==> src/rtl/wdt_pkg.sv <==
package wdt_pkg;

    localparam int WD_STAGES = 4;
    localparam int WD_ACT_W  = 3;

    // Reset-pulse channels
    localparam int PULSE_CH = 4;
    localparam int CH_CPU0  = 0;
    localparam int CH_CPU1  = 1;
    localparam int CH_SYS   = 2;
    localparam int CH_AON   = 3;

    typedef enum logic [2:0] {
        WD_OFF    = 3'd0,
        WD_STAGE0 = 3'd1,
        WD_STAGE1 = 3'd2,
        WD_STAGE2 = 3'd3,
        WD_STAGE3 = 3'd4
    } wd_state_e;

    // Action codes; other values do nothing
    localparam logic [WD_ACT_W-1:0] ACT_NONE = 3'd0;
    localparam logic [WD_ACT_W-1:0] ACT_IRQ  = 3'd1;
    localparam logic [WD_ACT_W-1:0] ACT_CPU  = 3'd2;
    localparam logic [WD_ACT_W-1:0] ACT_SYS  = 3'd3;
    localparam logic [WD_ACT_W-1:0] ACT_AON  = 3'd4;

endpackage

==> src/rtl/wdt_stage_seq.sv <==
module wdt_stage_seq
    import wdt_pkg::*;
#(
    parameter int CNT_W = 32
) (
    input  logic                          clk,
    input  logic                          rst_n,
    input  logic                          enable,
    input  logic                          hold,
    input  logic                          feed,
    input  logic [WD_STAGES*CNT_W-1:0]    limits,
    input  logic [WD_STAGES*WD_ACT_W-1:0] actions,
    output logic                          fire,
    output logic [WD_ACT_W-1:0]           fire_act
);

    localparam int IDX_W = $clog2(WD_STAGES);

    wd_state_e        state_q;
    wd_state_e        state_d;
    logic [CNT_W-1:0] cnt_q;
    logic [IDX_W-1:0] stg_idx;
    logic [CNT_W-1:0] cur_limit;
    logic             running;
    logic             count_on;
    logic             expire;

    // Stage index of the current state
    always_comb begin : idx_decode
        unique case (state_q)
            WD_STAGE1: stg_idx = IDX_W'(1);
            WD_STAGE2: stg_idx = IDX_W'(2);
            WD_STAGE3: stg_idx = IDX_W'(3);
            default:   stg_idx = '0;
        endcase
    end

    assign running   = (state_q != WD_OFF);
    assign cur_limit = limits[stg_idx*CNT_W +: CNT_W];
    assign count_on  = running && enable && !hold && !feed;
    // Zero timeout behaves as one counted cycle
    assign expire    = count_on &&
                       (({1'b0, cnt_q} + (CNT_W+1)'(1)) >= {1'b0, cur_limit});

    // Next-state logic
    always_comb begin : next_state
        state_d = state_q;
        unique case (state_q)
            WD_OFF: begin
                if (enable) state_d = WD_STAGE0;
            end
            WD_STAGE0: begin
                if (!enable)     state_d = WD_OFF;
                else if (feed)   state_d = WD_STAGE0;
                else if (expire) state_d = WD_STAGE1;
            end
            WD_STAGE1: begin
                if (!enable)     state_d = WD_OFF;
                else if (feed)   state_d = WD_STAGE0;
                else if (expire) state_d = WD_STAGE2;
            end
            WD_STAGE2: begin
                if (!enable)     state_d = WD_OFF;
                else if (feed)   state_d = WD_STAGE0;
                else if (expire) state_d = WD_STAGE3;
            end
            WD_STAGE3: begin
                if (!enable)     state_d = WD_OFF;
                else if (feed)   state_d = WD_STAGE0;
            end
            default: state_d = WD_OFF;
        endcase
    end

    // State register
    always_ff @(posedge clk or negedge rst_n) begin : state_reg
        if (!rst_n) state_q <= WD_OFF;
        else        state_q <= state_d;
    end

    // Stage counter
    always_ff @(posedge clk or negedge rst_n) begin : stage_cnt
        if (!rst_n) begin
            cnt_q <= '0;
        end else if (!enable || !running || feed || expire) begin
            cnt_q <= '0;
        end else if (!hold) begin
            cnt_q <= cnt_q + CNT_W'(1);
        end
    end

    // Outputs
    always_comb begin : outputs
        fire     = expire;
        fire_act = actions[stg_idx*WD_ACT_W +: WD_ACT_W];
    end

endmodule

==> src/rtl/wdt_act_decode.sv <==
module wdt_act_decode
    import wdt_pkg::*;
(
    input  logic                fire,
    input  logic [WD_ACT_W-1:0] fire_act,
    input  logic                cpu0_en,
    input  logic                cpu1_en,
    input  logic                lvl_en,
    input  logic                edge_en,
    output logic [PULSE_CH-1:0] trig,
    output logic                set_level,
    output logic                edge_now
);

    always_comb begin : decode
        trig      = '0;
        set_level = 1'b0;
        edge_now  = 1'b0;
        if (fire) begin
            unique case (fire_act)
                ACT_IRQ: begin
                    set_level = lvl_en;
                    edge_now  = edge_en;
                end
                ACT_CPU: begin
                    trig[CH_CPU0] = cpu0_en;
                    trig[CH_CPU1] = cpu1_en;
                end
                ACT_SYS: trig[CH_SYS] = 1'b1;
                ACT_AON: trig[CH_AON] = 1'b1;
                default: trig = '0;
            endcase
        end
    end

endmodule

==> src/rtl/wdt_pulse_gen.sv <==
module wdt_pulse_gen #(
    parameter int LEN_W = 3
) (
    input  logic             clk,
    input  logic             rst_n,
    input  logic             trig,
    input  logic [LEN_W-1:0] len,
    output logic             pulse
);

    // Longest pulse is 2^(2^LEN_W) cycles
    localparam int CW = (1 << LEN_W) + 1;

    logic [CW-1:0] remain_q;

    always_ff @(posedge clk or negedge rst_n) begin : remain_reg
        if (!rst_n) begin
            remain_q <= '0;
        end else if (trig) begin
            remain_q <= CW'(1) << (int'(len) + 1);
        end else if (remain_q != '0) begin
            remain_q <= remain_q - CW'(1);
        end
    end

    assign pulse = (remain_q != '0);

endmodule

==> src/rtl/staged_watchdog.sv <==
module staged_watchdog
    import wdt_pkg::*;
#(
    parameter int CNT_W = 32,
    parameter int LEN_W = 3
) (
    input  logic                          clk,
    input  logic                          rst_n,
    input  logic                          wd_enable,
    input  logic                          feed,
    input  logic                          sleep_pause_en,
    input  logic                          sleep_in,
    input  logic                          cpu0_rst_en,
    input  logic                          cpu1_rst_en,
    input  logic                          irq_level_en,
    input  logic                          irq_edge_en,
    input  logic [LEN_W-1:0]              cpu_len,
    input  logic [LEN_W-1:0]              sys_len,
    input  logic [WD_STAGES*WD_ACT_W-1:0] stage_act,
    input  logic [WD_STAGES*CNT_W-1:0]    stage_limit,
    output logic                          irq_level,
    output logic                          irq_edge,
    output logic                          cpu0_rst,
    output logic                          cpu1_rst,
    output logic                          sys_rst,
    output logic                          aon_rst
);

    logic                fire;
    logic [WD_ACT_W-1:0] fire_act;
    logic [PULSE_CH-1:0] trig;
    logic [PULSE_CH-1:0] pulses;
    logic                set_level;
    logic                edge_now;
    logic                hold;

    assign hold = sleep_pause_en && sleep_in;

    wdt_stage_seq #(.CNT_W(CNT_W)) u_seq (
        .clk      (clk),
        .rst_n    (rst_n),
        .enable   (wd_enable),
        .hold     (hold),
        .feed     (feed),
        .limits   (stage_limit),
        .actions  (stage_act),
        .fire     (fire),
        .fire_act (fire_act)
    );

    wdt_act_decode u_dec (
        .fire      (fire),
        .fire_act  (fire_act),
        .cpu0_en   (cpu0_rst_en),
        .cpu1_en   (cpu1_rst_en),
        .lvl_en    (irq_level_en),
        .edge_en   (irq_edge_en),
        .trig      (trig),
        .set_level (set_level),
        .edge_now  (edge_now)
    );

    // One pulse generator per reset channel; CPU channels use cpu_len
    for (genvar ch = 0; ch < PULSE_CH; ch++) begin : g_pulse
        logic [LEN_W-1:0] ch_len;
        if (ch == CH_CPU0 || ch == CH_CPU1) begin : g_cpu
            assign ch_len = cpu_len;
        end else begin : g_sys
            assign ch_len = sys_len;
        end
        wdt_pulse_gen #(.LEN_W(LEN_W)) u_pg (
            .clk   (clk),
            .rst_n (rst_n),
            .trig  (trig[ch]),
            .len   (ch_len),
            .pulse (pulses[ch])
        );
    end

    assign cpu0_rst = pulses[CH_CPU0];
    assign cpu1_rst = pulses[CH_CPU1];
    assign sys_rst  = pulses[CH_SYS];
    assign aon_rst  = pulses[CH_AON];

    // Interrupt outputs
    always_ff @(posedge clk or negedge rst_n) begin : irq_reg
        if (!rst_n) begin
            irq_level <= 1'b0;
            irq_edge  <= 1'b0;
        end else begin
            irq_edge <= edge_now;
            if (!wd_enable || feed) irq_level <= 1'b0;
            else if (set_level)     irq_level <= 1'b1;
        end
    end

endmodule

==> config.mk <==
export PLATFORM = sky130hd
export DESIGN_NAME = staged_watchdog
export DESIGN_NICKNAME = d
export VERILOG_FILES = /design/src/rtl/wdt_pkg.sv /design/src/rtl/wdt_stage_seq.sv /design/src/rtl/wdt_act_decode.sv /design/src/rtl/wdt_pulse_gen.sv /design/src/rtl/staged_watchdog.sv
export SDC_FILE = /design/constraint.sdc
export NUM_CORES = 1
export LEC_CHECK = 0
export BUFFER_PORTS_ARGS = -buffer_cell sky130_fd_sc_hd__buf_2
export CORE_ASPECT_RATIO = 0.8
export CORE_MARGIN = 4
export CORE_UTILIZATION = 50
export DETAILED_ROUTE_END_ITERATION = 8
export GPL_TIMING_DRIVEN = 0
export PLACE_DENSITY = 0.76
export SLEW_MARGIN = 20
export SYNTH_ARGS = -nofsm -noshare
export SYNTH_HDL_FRONTEND = slang
export SYNTH_SLANG_ARGS = --single-unit
==> constraint.sdc <==
create_clock -name clk -period 8.9 [get_ports clk]
set_input_delay 1.335 -clock clk [delete_from_list [all_inputs] [get_ports clk]]
set_output_delay 1.335 -clock clk [all_outputs]
set_load 0.01 [all_outputs]
==> flow_summary.toml <==
[status]
status = "completed"

[synthesis]
netlist_top_cells_count = "nor2_1, nand2_1, dfrtp_1, mux2i_1, o21ai_0"
syn-cell-area_sq_um = 6240
synth_top_cell_by_area = "dfrtp_1"
synth_top_flop_cell = "dfrtp_1"
synth_cells = 756
ys_seq_area_share_pct = 29.3
synth_warnings = 0
synth_fp_nets = 949
syn_area_per_cell_sq_um = 8.25
synth_edf_count = 0
synth-seq-cells = 73
synth.most_common_cell = "nor2_1"
ys_async_sr_fraction_pct = 100
synth.top_cell.area_share_pct = 29.3
netlist_top_cells_area = "dfrtp_1, ha_1, mux2i_1"
synth_cell_type_count = 55

[place]
pre_cts_ws_ns = 3.20
dp.final_hpwl_mm = 15.5
post_dp_cell_area_sq_um = 7280
dpl.cell_count = 1089
numPortBuffers = 161
place_congestion = 0.951

[detailed_routing]
dr.pass1.iters = 6
drcViolationCount = 0
drtAntennaViolNets = 0
drtIter0Drc = 538
finalWirelength_mm = 19.7
post_drt_wl_per_cell_um = 17.9
via_per_inst = 5.94
num_vias = 6565

[global_route]
grt_pass1_wl_mm = 31.5
grt_pass1_vias = 6252
grt_start_max_net_pins = 39
grtUsageTotal_pct = 27.2
antenna_found_initial = 0
overflow = 0

[setup_path]
worst_ep_required_time_ns = 9.12
startpoint_type = "flip-flop"
endpoint_kind = "flip-flop"
critPathKind = "flip-flop to flip-flop"
path_max_fanout = 10
r2r_setup_slack_ns = 3.04
reg2reg_depth = 17
arrival_ns = 6.08

[power]
p_leak_nw = 3.50
ir_drop_mv = 0.0837
power.total_uw = 1000
p_per_area_nw_per_um2 = 132

[floorplan]
core_area_sq_um = 12200
design.die.area_sq_um = 14300
rows = 36
fp.dieH_um = 108
ios = 162
die_w_um = 133
initial_core_util_pct = 51.1

[job]
drv_cap = 0

[clocking]
cts-hold-fix-buffers = 0
numCtsBuffers = 9
clk_latency_ns = 0.34
cts_sinks = 73
cts_resized = 0
cts_tree = "done"
ctsLongestPathBuffers = 2
root_buffer = "clkbuf_16"
cts_setup_buffers = 0
cts_max_level = 3
cts.reportedPaths.clkPinSlew_ns = 0.06

[timing]
rsz0062_at_grt = "no"
skew_ns = 0.00786
fmax_mhz = 171
hold_violations = 0
post-route-period-util_pct = 65.8
setup_tns_ns = 0
whs_ns = 0.532
setup_viol = 0
finalMaxSlewViolations = 0
setup_ws_ns = 3.04
slew_headroom_pct = 41.9
fin_crit_ns = 5.86
tightest_slew_ns = 0.867

[finish]
drive_gt1_share_pct = 22.2
num_antenna_cells = 0
fill_cells = 1117
syn_to_final_growth_pct = 21.1
fin_cells = 1105
final_area_sq_um = 7550
final_nets = 1122
final_util_pct = 61.9

[worst_hold_path]
hold_class = "flip-flop to flip-flop"
worst_hold_path.num_cells = 1
routing by layer:
metal | part of all wire [%] | GRT usage, %
met2 | 47 | 44.8
met5 | 0 | 0
met1 | 43 | 35.2
met3 | 7.5 | 6.64
met4 | 2.7 | 9.50
where the power goes:
group	switching, mW	internal, mW
clock network	0.148	0.189
registers	0.0483	0.385
logic	0.107	0.122
total	0.304	0.696
placed cells by master, fill, tap and decap left out, types with 30 or more instances in the layout:
cell type | Yosys | routed
nor2_1 | 82 | 82
a21oi_1 | 33 | 33
mux2i_1 | 42 | 42
ha_1 | 37 | 37
dfrtp_1 | 73 | 73
o22ai_1 | 39 | 39
clkbuf_1 | 29 | 30
nand2_1 | 78 | 78
o21ai_0 | 41 | 41
buf_2 | 9 | 169
a31oi_1 | 34 | 34
state kept, by name (all words and copies together) (netlist names):
register               count
g_pulse.u_pg.remain_q     36
irq_edge                   1
irq_level                  1
u_seq.cnt_q               32
u_seq.state_q              3
path summary, 6_finish.rpt:
kind	end	from
setup / recovery	g_pulse[3].u_pg.remain_q[3]	u_seq.state_q[0]
hold / removal	u_seq.cnt_q[7]	u_seq.cnt_q[7]
setup reg to reg	g_pulse[3].u_pg.remain_q[3]	u_seq.state_q[0]
hold reg to reg	u_seq.cnt_q[7]	u_seq.cnt_q[7]
max in group asynchronous	u_seq.cnt_q[30]	rst_n
min in group asynchronous	g_pulse[2].u_pg.remain_q[3]	rst_n
final cells by class:
cell class | count | area [sq um] | share of cell area, %
clock inverter | 6 | 43.8 | 0.580
inverter | 21 | 78.8 | 1.04
sequential | 73 | 1830 | 24.2
buffer | 45 | 191 | 2.53
multi-input combinational | 617 | 4140 | 54.8
clock buffer | 10 | 229 | 3.03
tap | 171 | 214 | 2.83
timing repair buffer | 162 | 828 | 11.0
cell families (layout without fill, tap and decap cells):
group | after synthesis | after routing | share of synthesized area [%]
flip-flops | 73 | 73 | 29.3
AND/OR/NAND/NOR | 272 | 272 | 21.3
multiplexers | 52 | 52 | 8.73
AO/OA/AOI/OAI | 199 | 199 | 20.9
XOR/XNOR | 57 | 57 | 8.00
buffers and inverters | 66 | 244 | 4.33
adder cells (fa/ha/maj) | 37 | 37 | 7.42
critical path, stage by stage, from the launching register on:
cell      delay (ns)
dfrtp_1         0.32
clkbuf_1        0.27
clkbuf_1        0.37
inv_1           0.17
or2_2           0.33
nand2_1         0.15
buf_2           0.40
mux2i_1         0.18
a221o_1         0.44
ha_1            0.36
nand4_1         0.13
nor4_1          0.48
nand2_1         0.17
a31oi_1         0.68
o21bai_1        0.21
or4_1           0.60
buf_6           0.18
mux2_4          0.30
Note: power is estimated with default switching activity, not from simulation.
